File: src/rtl/nand_data_seq.sv
module nand_data_seq #(
  parameter int DW  = 16,
  parameter int NCS = 8,
  parameter int TW  = 5
) (
  input  logic                   clk,
  input  logic                   rst_n,
  input  logic                   req_valid,
  input  logic                   req_write,
  input  logic [$clog2(NCS)-1:0] req_cs,
  input  logic [DW-1:0]          req_wdata,
  input  logic [TW-1:0]          t_cs_on,
  input  logic [TW-1:0]          t_cs_rd_off,
  input  logic [TW-1:0]          t_cs_wr_off,
  input  logic [TW-1:0]          t_re_on,
  input  logic [TW-1:0]          t_re_off,
  input  logic [TW-1:0]          t_we_on,
  input  logic [TW-1:0]          t_we_off,
  input  logic [TW-1:0]          t_rd_cap,
  input  logic [TW-1:0]          t_rd_cycle,
  input  logic [TW-1:0]          t_wr_cycle,
  input  logic [DW-1:0]          nand_d_in,
  output logic [DW-1:0]          nand_d_out,
  output logic                   nand_d_oe,
  output logic [NCS-1:0]         nand_cs_n,
  output logic                   nand_re_n,
  output logic                   nand_we_n,
  output logic                   nand_ale,
  output logic                   nand_cle,
  output logic                   busy,
  output logic                   done,
  output logic [DW-1:0]          rd_data
);
  localparam int CSW = $clog2(NCS);

  logic           busy_q, wr_q, done_q;
  logic [TW-1:0]  cnt_q;
  logic [CSW-1:0] cs_q;
  logic [DW-1:0]  wdat_q, rdat_q;

  function automatic logic in_win(logic [TW-1:0] c, logic [TW-1:0] on, logic [TW-1:0] off);
    return (on < off) && (c >= on) && (c < off);
  endfunction

  wire [TW-1:0] cs_off  = wr_q ? t_cs_wr_off : t_cs_rd_off;
  wire [TW-1:0] cyc_end = wr_q ? t_wr_cycle  : t_rd_cycle;
  wire          last    = busy_q && (cnt_q == cyc_end);
  wire          cs_act  = busy_q && in_win(cnt_q, t_cs_on, cs_off);
  wire          re_act  = busy_q && !wr_q && in_win(cnt_q, t_re_on, t_re_off);
  wire          we_act  = busy_q &&  wr_q && in_win(cnt_q, t_we_on, t_we_off);

  always_ff @(posedge clk or negedge rst_n) begin
    if (!rst_n) begin
      busy_q <= 1'b0;
      wr_q   <= 1'b0;
      done_q <= 1'b0;
      cnt_q  <= '0;
      cs_q   <= '0;
      wdat_q <= '0;
      rdat_q <= '0;
    end else begin
      done_q <= last;
      if (!busy_q) begin
        if (req_valid) begin
          busy_q <= 1'b1;
          wr_q   <= req_write;
          cs_q   <= req_cs;
          wdat_q <= req_wdata;
          cnt_q  <= '0;
        end
      end else if (last) begin
        busy_q <= 1'b0;
      end else begin
        cnt_q <= cnt_q + 1'b1;
      end
      if (busy_q && !wr_q && cnt_q == t_rd_cap)
        rdat_q <= nand_d_in;
    end
  end

  assign nand_cs_n  = ~({{(NCS-1){1'b0}}, cs_act} << cs_q);
  assign nand_re_n  = ~re_act;
  assign nand_we_n  = ~we_act;
  assign nand_ale   = 1'b0;
  assign nand_cle   = 1'b0;
  assign nand_d_oe  = busy_q && wr_q && (cnt_q >= t_cs_on);
  assign nand_d_out = wdat_q;
  assign busy       = busy_q;
  assign done       = done_q;
  assign rd_data    = rdat_q;
endmodule


File: config.mk
export PLATFORM = sky130hd
export DESIGN_NAME = nand_data_seq
export DESIGN_NICKNAME = d
export VERILOG_FILES = /design/src/rtl/nand_data_seq.sv
export SDC_FILE = /design/constraint.sdc
export NUM_CORES = 1
export LEC_CHECK = 0
export BUFFER_PORTS_ARGS = -buffer_cell sky130_fd_sc_hd__buf_2
export CORE_MARGIN = 5
export CORE_UTILIZATION = 51
export DETAILED_ROUTE_END_ITERATION = 12
export PLACE_DENSITY = 0.86
export SLEW_MARGIN = 20
export SYNTH_ARGS = -nofsm -noshare
export SYNTH_HDL_FRONTEND = slang
export SYNTH_SLANG_ARGS = --single-unit
File: constraint.sdc
create_clock -name clk -period 7 [get_ports clk]
set_clock_uncertainty 0.15 [all_clocks]
set_input_delay 1.4 -clock clk [delete_from_list [all_inputs] [get_ports clk]]
set_output_delay 1.4 -clock clk [all_outputs]
set_load 0.005 [all_outputs]
* After elaboration in Yosys (flattened, before gate mapping) *
Index checks and enable logic that the tools add are counted.

storage, ports and cells
  flip-flop bits (word level) = 43
  bits of input ports = 89
  output and inout port bits = 47
  word-level logic and storage cells = 51

cells by class
  $add $sub $neg = 1
  order comparisons = 9
  equality and inequality tests = 3
  shift-type cells = 1
  multiplexer cells = 8
  bitwise gates (word level) = 4
  reduce and logical (&&, ||, !) cells = 18

operators with widths
  operator                                                       count
  5-bit less-than comparator                                     6
  5-bit two-way mux                                              5
  5-bit greater-or-equal comparator                              3
  1-bit logical AND                                              14
  5-bit equality test                                            2
  8-bit NOT                                                      1
  1-bit by 3-bit << shifter with 8-bit output                    1
  5-bit by 1-bit adder with 5-bit output, second input constant  1
  2-bit AND reduction                                            2
  1-bit two-way mux                                              3
  1-bit NOT                                                      3
  2-bit != test, second input constant                           1
  2-bit nonzero test                                             1
  1-bit zero test                                                1

* Logic depth before layout (Yosys ltp) *
Gate-level depths: netlist of run 1.

  depth after elaboration = 7
  gate-level depth with buffers = 9

* Worst setup path after synthesis of run 1 *
No wires, ideal clock.

  path type = input to output
  start = input t_cs_wr_off[2]
  end = output nand_cs_n[0]
  arrival time = 2,685 ps
  setup slack = 2,765 ps
  cell stages on the path = 7
  buffers on the path = 0
  cell sequence = mux2i_1 > ha_1 > a21o_1 > a21oi_1 > o2111ai_1 > nor2_1 > nand4b_1

on the way
  cells in the longest elaborated chain, start to end = 7

RTL lines
  what                                             RTL line  RTL
  start, declared                                  14        input logic [TW-1:0] t_cs_wr_off,
  5-bit two-way mux (*)                            45        wire [TW-1:0] cs_off = wr_q ? t_cs_wr_off : t_cs_rd_off;
  5-bit less-than comparator                       42        return (on < off) && (c >= on) && (c < off);
  1-bit logical AND                                42
  1-bit logical AND (*)                            42
  1-bit logical AND (*)                            48        wire cs_act = busy_q && in_win(cnt_q, t_cs_on, cs_off);
  1-bit by 3-bit << shifter with 8-bit output (*)  81        assign nand_cs_n = ~({{(NCS-1){1'b0}}, cs_act} << cs_q);
  8-bit NOT (*)                                    81
  end, declared                                    25        output logic [NCS-1:0] nand_cs_n,

Every way passes the cells marked *; elsewhere a longest branch is shown, timed or not.

* Worst setup path after layout of run 1 *
  start = input t_cs_wr_off[2]
  end = output nand_cs_n[6]

Same word-level chain as after synthesis.

==> reports/metrics.csv, run 1 <==
stage,metric,value,unit
cells_and_area,final_cell_mix,"buf_2 (133), dfrtp_1 (43), ha_1 (40)",
grt,grt_antenna_before_repair,0,
synthesis,ys_seq_area_share,35.6,%
power,power_leakage,2.00,nW
die,rows,28,
die,dieWidth,86.9,um
cells_and_area,final_cell_area,3770,um2
place,dp_hpwl,5830,um
power,p_per_area,361,nW/um2
timing,rsz0062_at_grt,false,
detailed_routing,post_drt_wl_per_cell,14.8,um
detailed_routing,drc,0,
die,core,5850,um2
synthesis,yosys_register_bits,43,
detailed_routing,num_vias,2581,
timing,whs,0.355,ns
die,initial_core_util,51.6,%
synthesis,yosysTopAreaCell,dfrtp_1,
worst_setup_path,worstPathRequired,5.45,ns
min_path,hold_depth,1,
cells_and_area,nNetsFinal,544,
worst_setup_path,ff2ff_setup_slack,4.49,ns
cells_and_area,n_fill_cell,489,
clock_network,cts_num_sinks,43,
die,die_area,7560,um2
clock_network,postCtsSetupRepairBufs,0,
timing,hold_viol_final,0,
synthesis,synth_edf_count,0,
worst_setup_path,arrival,3.15,ns
clock_network,ctsHoldBuffers,0,
grt,overflow,0,
place,io_buffers,133,
grt,grt_pass1_wl,11700,um
detailed_routing,firstDrtPassIters,4,
clock_network,cts_tree,built,
min_path,hp-start,rd_data[11],
cells_and_area,multiInputGateArea,1750,um2
synthesis,yosysUniqueCellTypes,44,
timing,setup_viol,0,
worst_setup_path,end_kind,output pin,
synthesis,yosys_warnings,0,
min_path,min-delay-path-class,register to register,
cells_and_area,area_growth,24.8,%
status,status,"finished, final reports clean",
synthesis,ys_async_sr_fraction,100,%
place,dpl_cell_area,3680,um2
worst_setup_path,start_kind,primary input,
detailed_routing,ant_nets,0,
timing,slew_headroom,33.5,%
grt,grtUsageTotal,19.1,%
synthesis,syn_area_per_cell,10.5,um2
die,die_h,86.9,um
clock_network,cts_buffers,5,
worst_setup_path,cp_max_fo,7,
cells_and_area,mostFrequentLayoutCell,buf_2,
place,globalplace.congestion,0.905,
die,io_pins,136,
grt,grt_pass1_vias,2776,
clock_network,cts_resized,0,
clock_network,cts_root_buf,clkbuf_8,
run,maxCapViolations,0,
worst_setup_path,r2r-start,wr_q,
synthesis,ys.flop_type,dfrtp_1,
clock_network,clock_path_buffers,2,
timing,slew_viol_final,0,
detailed_routing,vias_per_cell,5.26,
detailed_routing,first_iter_violations,102,
worst_setup_path,crit_type,primary input to output pin,
clock_network,ctsHtreeMaxLevel,2,
min_path,holdPathEnd,rd_data[11],
synthesis,yosys.area.top_type_share,35.6,%
worst_setup_path,reg2reg_to,cnt_q[0],
cells_and_area,drive_gt1_share,43.5,%
timing,fin_tns_setup,0,ns
timing,worst_pin_slew,0.993,ns
worst_setup_path,reg2reg_depth,5,
synthesis,synthCells,287,
synthesis,synth_top_cells_by_area,"dfrtp_1 (36%), ha_1 (17%), mux2_2 (13%), mux2i_1 (3.3%), inv_1 (3.1%)",
timing,period_share,67.1,%
synthesis,netlist_area,3020,um2
power,peakVddDrop,0.208,mV
grt,grt_max_degree,44,
cells_and_area,diodes,0,
clock_network,clock_latency,0.29,ns
timing,max_freq,213,MHz
power,design_power_total,0.00136,W
detailed_routing,routed_wirelength,7250,um
cells_and_area,seq_area,1080,um2
clock_network,clk_pin_slew,0.08,ns
timing,fin_crit,4.70,ns
-- kinds of logic after synthesis --
| kind of cell | after synthesis | synth area share [%] |
|---|---|---|
| simple gates | 64 | 11.6 |
| mux | 46 | 16.7 |
| compound gates | 45 | 9.95 |
| flops | 43 | 35.6 |
| fa+ha+maj | 40 | 16.6 |
| buf+inv | 38 | 6.46 |
| xor+xnor | 10 | 2.90 |
| other cells | 1 | 0.124 |
-- per-stage QoR --
stage | utilization (%) | cells | setup WS, ns
global placement | 63.0 | 483 | 2.40
floorplan | - | 288 | 2.76
global route | 64.4 | 491 | 2.12
detailed placement | 63.0 | 483 | 2.31
CTS | 64.4 | 491 | 2.32
finish | 64.4 | 491 | 2.30
-- cell type report --
cell class,instances,share of cell area (%)
Timing Repair Buffer,133,17.7
Sequential cell,43,28.6
Inverter,25,2.49
Clock buffer,6,1.93
Tap cell,75,2.49
Multi-Input combinational cell,207,46.5
Clock inverter,2,0.332
-- synth_stat cells, types with 5 or more instances --
| cell type | n |
|---|---|
| a21oi_1 | 11 |
| xnor2_1 | 6 |
| a211oi_1 | 5 |
| nand3_1 | 9 |
| nand2_1 | 16 |
| ha_1 | 40 |
| nor2_1 | 7 |
| nand2b_1 | 7 |
| inv_1 | 25 |
| a21o_1 | 8 |
| o21ai_0 | 9 |
| dfrtp_1 | 43 |
| mux2_2 | 36 |
| mux2i_1 | 10 |
| nor3_1 | 7 |
-- critical path, stage by stage --
cell and delay (ns):
buf_2 0.09, mux2i_1 0.22, ha_1 0.29, a21o_1 0.18, a21oi_1 0.13, o2111ai_1 0.14
nor2_1 0.39, nand4_1 0.13, buf_2 0.16
-- per-layer routing --
| metal | wire length, um | GRT usage, % | part of all wire, % | up-vias |
|---|---|---|---|---|
| met5 | 0 | 0 | 0 | - |
| met4 | 73 | 4.67 | 1.0 | 0 |
| met3 | 497 | 4.54 | 6.9 | 8 |
| met2 | 3740 | 36.5 | 52 | 80 |
| met1 | 2950 | 20.8 | 41 | 1218 |
| li1 | - | - | - | 1275 |
-- sequential cells by signal, indices dropped and copies added (netlist names) --
name	cells
nand_d_out	16
rd_data	16
cnt_q	5
cs_q	3
busy	1
done	1
wr_q	1
-- how the worst max path moves through the flow --
stage / startpoint / end / slack, ns / cells after the start
global placement: t_cs_wr_off[2] / nand_cs_n[2] / 2.40 / 9
global route: t_cs_wr_off[2] / nand_cs_n[0] / 2.12 / 9
finish: t_cs_wr_off[2] / nand_cs_n[6] / 2.30 / 9
detailed placement: t_cs_wr_off[2] / nand_cs_n[6] / 2.31 / 9
CTS: t_cs_wr_off[2] / nand_cs_n[6] / 2.32 / 9
floorplan: t_cs_wr_off[2] / nand_cs_n[0] / 2.76 / 7
-- report_power, final --
part	switching [W]	internal [W]	total [W]
registers	0.000150	0.000368	0.000519
logic	0.000316	0.000373	0.000689
clock network	0.0000825	0.0000698	0.000152
Power figures use the tool's default switching activity.
==> run 2, diff against run 1 <==
Settings changed: CORE_UTILIZATION 51 to 43, PLACE_DENSITY 0.86 to 0.77.
Clock period 7 ns to 3.89 ns, I/O delays scaled along.
==> run 2 against run 1 <==
  * Flip-flop and latch count unchanged
  * Wire length increased by 2.6%
  * Sequential power rose by 75%
  * Highest routed layer unchanged
  * Largest power group unchanged
==> reports/metrics.csv, run 2 (synthesized netlist as in run 1, its figures left out) <==
stage,metric,value,unit
detailed_routing,post_drt_wl_per_cell,14.5,um
place,dp_hpwl,5990,um
clock_network,cts_tree,built,
grt,overflow,0,
place,dpl_cell_area,3720,um2
cells_and_area,final_cell_mix,"buf_2 (133), dfrtp_1 (43), ha_1 (40)",
clock_network,ctsHoldBuffers,0,
grt,grt_pass1_vias,2633,
place,globalplace.congestion,0.777,
worst_setup_path,crit_family,flip-flops,
run,maxCapViolations,0,
detailed_routing,first_iter_violations,51,
clock_network,cts_root_buf,clkbuf_8,
power,peakVddDrop,0.389,mV
grt,grtUsageTotal,16.7,%
timing,hold_viol_final,0,
die,dieWidth,93.8,um
worst_setup_path,worstPathRequired,2.96,ns
status,status,"finished, final reports clean",
cells_and_area,final_cell_area,3840,um2
die,die_area,8800,um2
clock_network,postCtsSetupRepairBufs,0,
timing,rsz0062_at_grt,false,
timing,slew_viol_final,0,
clock_network,clock_path_buffers,2,
worst_setup_path,start_kind,register,
detailed_routing,vias_per_cell,5.01,
clock_network,cts_num_sinks,43,
detailed_routing,drc,0,
die,io_pins,136,
min_path,min-delay-path-class,primary input to asynchronous set/reset pin,
die,rows,30,
worst_setup_path,arrival,2.64,ns
timing,fin_tns_setup,0,ns
worst_setup_path,critPathSlowestCell,dfrtp_1,
worst_setup_path,end_kind,output pin,
timing,worst_pin_slew,1.00,ns
die,core,6830,um2
cells_and_area,area_growth,27.1,%
clock_network,cts_resized,0,
detailed_routing,firstDrtPassIters,4,
grt,grt_pass1_wl,11900,um
cells_and_area,mostFrequentLayoutCell,buf_2,
clock_network,cts_buffers,5,
timing,period_share,91.6,%
place,io_buffers,133,
die,die_h,93.8,um
cells_and_area,instances_no_fill,515,
detailed_routing,num_vias,2579,
worst_setup_path,max_stage_delay,0.58,ns
timing,whs,0.303,ns
timing,fin_crit,3.56,ns
worst_setup_path,crit_type,register to output pin,
timing,setup_viol,0,
clock_network,ctsHtreeMaxLevel,2,
worst_setup_path,cp_max_fo,8,
detailed_routing,ant_nets,0,
cells_and_area,drive_gt1_share,43.9,%
timing,max_freq,281,MHz
detailed_routing,routed_wirelength,7450,um
worst_setup_path,worstPathCellList,mux2i_1 -> ha_1 -> a21o_1 -> a21oi_1 -> o2111ai_1 -> nor2_1 -> nand4b_1 -> buf_2,
timing,slew_headroom,32.8,%
place,dpl.cell_count,506,
die,initial_core_util,44.2,%
clock_network,clock_latency,0.29,ns
power,power_leakage,2.02,nW
cells_and_area,diodes,0,
clock_network,clk_pin_slew,0.07,ns
grt,grt_max_degree,44,
worst_setup_path,critPathBufInv,1,
grt,grt_antenna_before_repair,0,
power,p_per_area,643,nW/um2
cells_and_area,nNetsFinal,547,
[run 2: changes by cell type in the layout (fill, tap and decap cells not counted)]
| cell | change |
|---|---|
| buf_4 | +2 |
| buf_16 | +1 |
[run 2: layout make-up]
class / count / area [um2]
clock inverters: 2 / 12.5
repair buffers: 136 / 708
well taps: 96 / 120
clock buffers: 6 / 72.6
fillers: 643 / 2990
flip-flops and latches: 43 / 1080
multi-input cells: 207 / 1750
inverters: 25 / 93.8
[run 2: per-stage QoR]
stage,total power [W],utilization [%],worst slack [ns]
after global placement,0.00215,54.5,0.501
after detailed placement,0.00222,54.5,0.415
after CTS,0.00250,55.8,0.294
after floorplan,0.00179,-,0.899
final,0.00247,56.2,0.326
after global routing,0.00272,56.2,0.115
[run 2: routing by layer]
metal,GRT usage [%],share of wire [%]
met4,4.09,1.3
met1,20.0,40
met2,30.6,53
met5,0,0
met3,3.21,6.0
[run 2: power by group]
group / total [W] / switching [W] / internal [W]
Combinational: 0.00129 / 0.000602 / 0.000684
Clock: 0.000271 / 0.000146 / 0.000125
Sequential: 0.000909 / 0.000245 / 0.000664
[run 2: worst paths after layout]
| path | depth (start not counted) | slack, ns | startpoint | endpoint |
|---|---|---|---|---|
| hold / removal | 1 | 0.30 | rst_n | nand_d_out[7] |
| min in group clk | 1 | 0.35 | nand_d_out[5] | nand_d_out[5] |
| hold reg to reg | 1 | 0.35 | nand_d_out[5] | nand_d_out[5] |
| max in group asynchronous | 2 | 2.81 | rst_n | rd_data[10] |
| setup reg to reg | 6 | 1.49 | wr_q | cnt_q[0] |
| setup / recovery | 8 | 0.33 | wr_q | nand_cs_n[2] |
==> run 3, diff against run 2 <==
Settings changed: BUFFER_PORTS_ARGS -buffer_cell sky130_fd_sc_hd__buf_2 to unset, CORE_UTILIZATION 43 to 58, DONT_BUFFER_PORTS set to 1, PLACE_DENSITY 0.77 to 0.76.
==> run 3 against run 2 <==
  * Utilization is 5.2 points higher
  * Clock power hardly changed
  * Non-clock buffer count fell by 134
  * Via count decreased by 19%
  * Sequential power rose by 5.6%
  * Global-route usage increased by 2.1 points
  * Critical endpoint is now nand_cs_n[4]
  * Critical path type unchanged
==> reports/metrics.csv, run 3 (synthesized netlist as in run 1, its figures left out) <==
stage,metric,value,unit
cells_and_area,final_cell_mix,"dfrtp_1 (43), ha_1 (40), mux2_2 (36)",
cells_and_area,diodes,0,
grt,grt_pass1_vias,2123,
die,core,5070,um2
worst_setup_path,crit_type,register to output pin,
grt,grtUsageTotal,18.8,%
die,die_h,82.2,um
clock_network,cts_root_buf,clkbuf_8,
die,initial_core_util,59.5,%
worst_setup_path,worstPathRequired,2.96,ns
worst_setup_path,worstPathCellList,mux2i_1 -> ha_1 -> a21o_1 -> a21oi_1 -> o2111ai_1 -> nor2_1 -> nand4_1,
clock_network,ctsHtreeMaxLevel,2,
cells_and_area,instances_no_fill,355,
power,design_power_total,0.00223,W
grt,grt_pass1_wl,9810,um
worst_setup_path,critPathBufInv,0,
timing,setup_viol,0,
status,status,"finished, final reports clean",
clock_network,cts_resized,0,
place,globalplace.congestion,0.762,
cells_and_area,area_growth,3.15,%
detailed_routing,first_iter_violations,66,
cells_and_area,multiInputGateArea,1750,um2
detailed_routing,post_drt_wl_per_cell,17.7,um
grt,grt_max_degree,44,
die,dieWidth,82.2,um
detailed_routing,vias_per_cell,5.90,
worst_setup_path,critPathSlowestCell,dfrtp_1,
worst_setup_path,cp_max_fo,13,
timing,hold_viol_final,0,
clock_network,cts_num_sinks,43,
clock_network,cts_buffers,5,
timing,slew_headroom,36.7,%
power,power_leakage,1.49,nW
worst_setup_path,arrival,2.69,ns
cells_and_area,drive_gt1_share,17.2,%
die,rows,26,
cells_and_area,n_fill_cell,439,
place,io_buffers,0,
detailed_routing,ant_nets,0,
timing,rsz0062_at_grt,false,
timing,slew_viol_final,0,
clock_network,clock_path_buffers,2,
clock_network,ctsHoldBuffers,0,
detailed_routing,drc,0,
run,maxCapViolations,0,
worst_setup_path,ff2ff_setup_slack,1.47,ns
detailed_routing,routed_wirelength,6300,um
timing,worst_pin_slew,0.945,ns
grt,grt_antenna_before_repair,0,
cells_and_area,nNetsFinal,413,
min_path,min-delay-path-class,primary input to asynchronous set/reset pin,
clock_network,clk_pin_slew,0.08,ns
worst_setup_path,max_stage_delay,0.74,ns
clock_network,postCtsSetupRepairBufs,0,
worst_setup_path,end_kind,output pin,
clock_network,clock_latency,0.29,ns
place,dp_hpwl,4920,um
die,die_area,6750,um2
cells_and_area,seq_area,1080,um2
place,dpl.cell_count,346,
die,io_pins,136,
worst_setup_path,path_depth,7,
grt,overflow,0,
power,peakVddDrop,0.406,mV
worst_setup_path,crit_family,flip-flops,
worst_setup_path,start_kind,register,
detailed_routing,num_vias,2095,
timing,fin_tns_setup,0,ns
clock_network,cts_tree,built,
timing,max_freq,277,MHz
power,p_per_area,715,nW/um2
timing,period_share,92.9,%
timing,fin_crit,3.62,ns
detailed_routing,firstDrtPassIters,4,
cells_and_area,mostFrequentLayoutCell,dfrtp_1,
worst_setup_path,reg2reg_depth,5,
## run 3: cell types whose count changed in the layout (fill, tap and decap cells not counted), sizes merged
cell         before  now
buf             136    1
dlygate4sd3       0    1
## run 3: cell type report
type,instances,area share (%)
Timing Repair Buffer,2,0.562
Inverter,25,3.01
Tap cell,70,2.81
Clock buffer,6,2.33
Sequential cell,43,34.6
Clock inverter,2,0.402
Multi-Input combinational cell,207,56.3
## run 3: path summary, 6_finish.rpt
path,startpoint,endpoint
min in group clk,rd_data[14],rd_data[14]
max in group asynchronous,rst_n,rd_data[7]
setup reg to reg,wr_q,cnt_q[0]
hold / removal,rst_n,cnt_q[0]
setup / recovery,wr_q,nand_cs_n[4]
hold reg to reg,rd_data[14],rd_data[14]
## run 3: worst register-to-register path, delay by kind of cell (launching register included)
| family | cells | cell delay, ns |
|---|---|---|
| muxes | 1 | 0.33 |
| xor gates and xnor gates | 1 | 0.17 |
| DFF | 1 | 0.74 |
| and+or+nand+nor | 2 | 0.70 |
| AOI/OAI and AO/OA | 1 | 0.23 |
## run 3: report_power, final
part | switching [W] | internal (W) | leakage, nW
logic | 0.000471 | 0.000524 | 0.915
registers | 0.000295 | 0.000666 | 0.530
clock network | 0.000147 | 0.000125 | 0.0412
total | 0.000912 | 0.00132 | 1.49
## run 3: per-layer routing
metal,up-vias,global-route usage (%),share of wire (%)
met5,-,0,0
met4,0,3.82,0.65
met3,7,8.46,11
met2,84,30.1,47
met1,996,23.5,41
li1,1008,-,-
## run 3: through the flow
| step | hold WS, ns | instance area [um2] | utilization, % | setup slack [ns] |
|---|---|---|---|---|
| after CTS | 0.0119 | 3100 | 61.2 | 0.273 |
| final | 0.0197 | 3110 | 61.4 | 0.275 |
| after global placement | 0.333 | 3020 | 59.5 | 0.707 |
| after global routing | 0.00312 | 3110 | 61.4 | 0.0340 |
| after floorplan | 0.332 | 3020 | - | 0.899 |
| after detailed placement | 0.333 | 3020 | 59.5 | 0.600 |
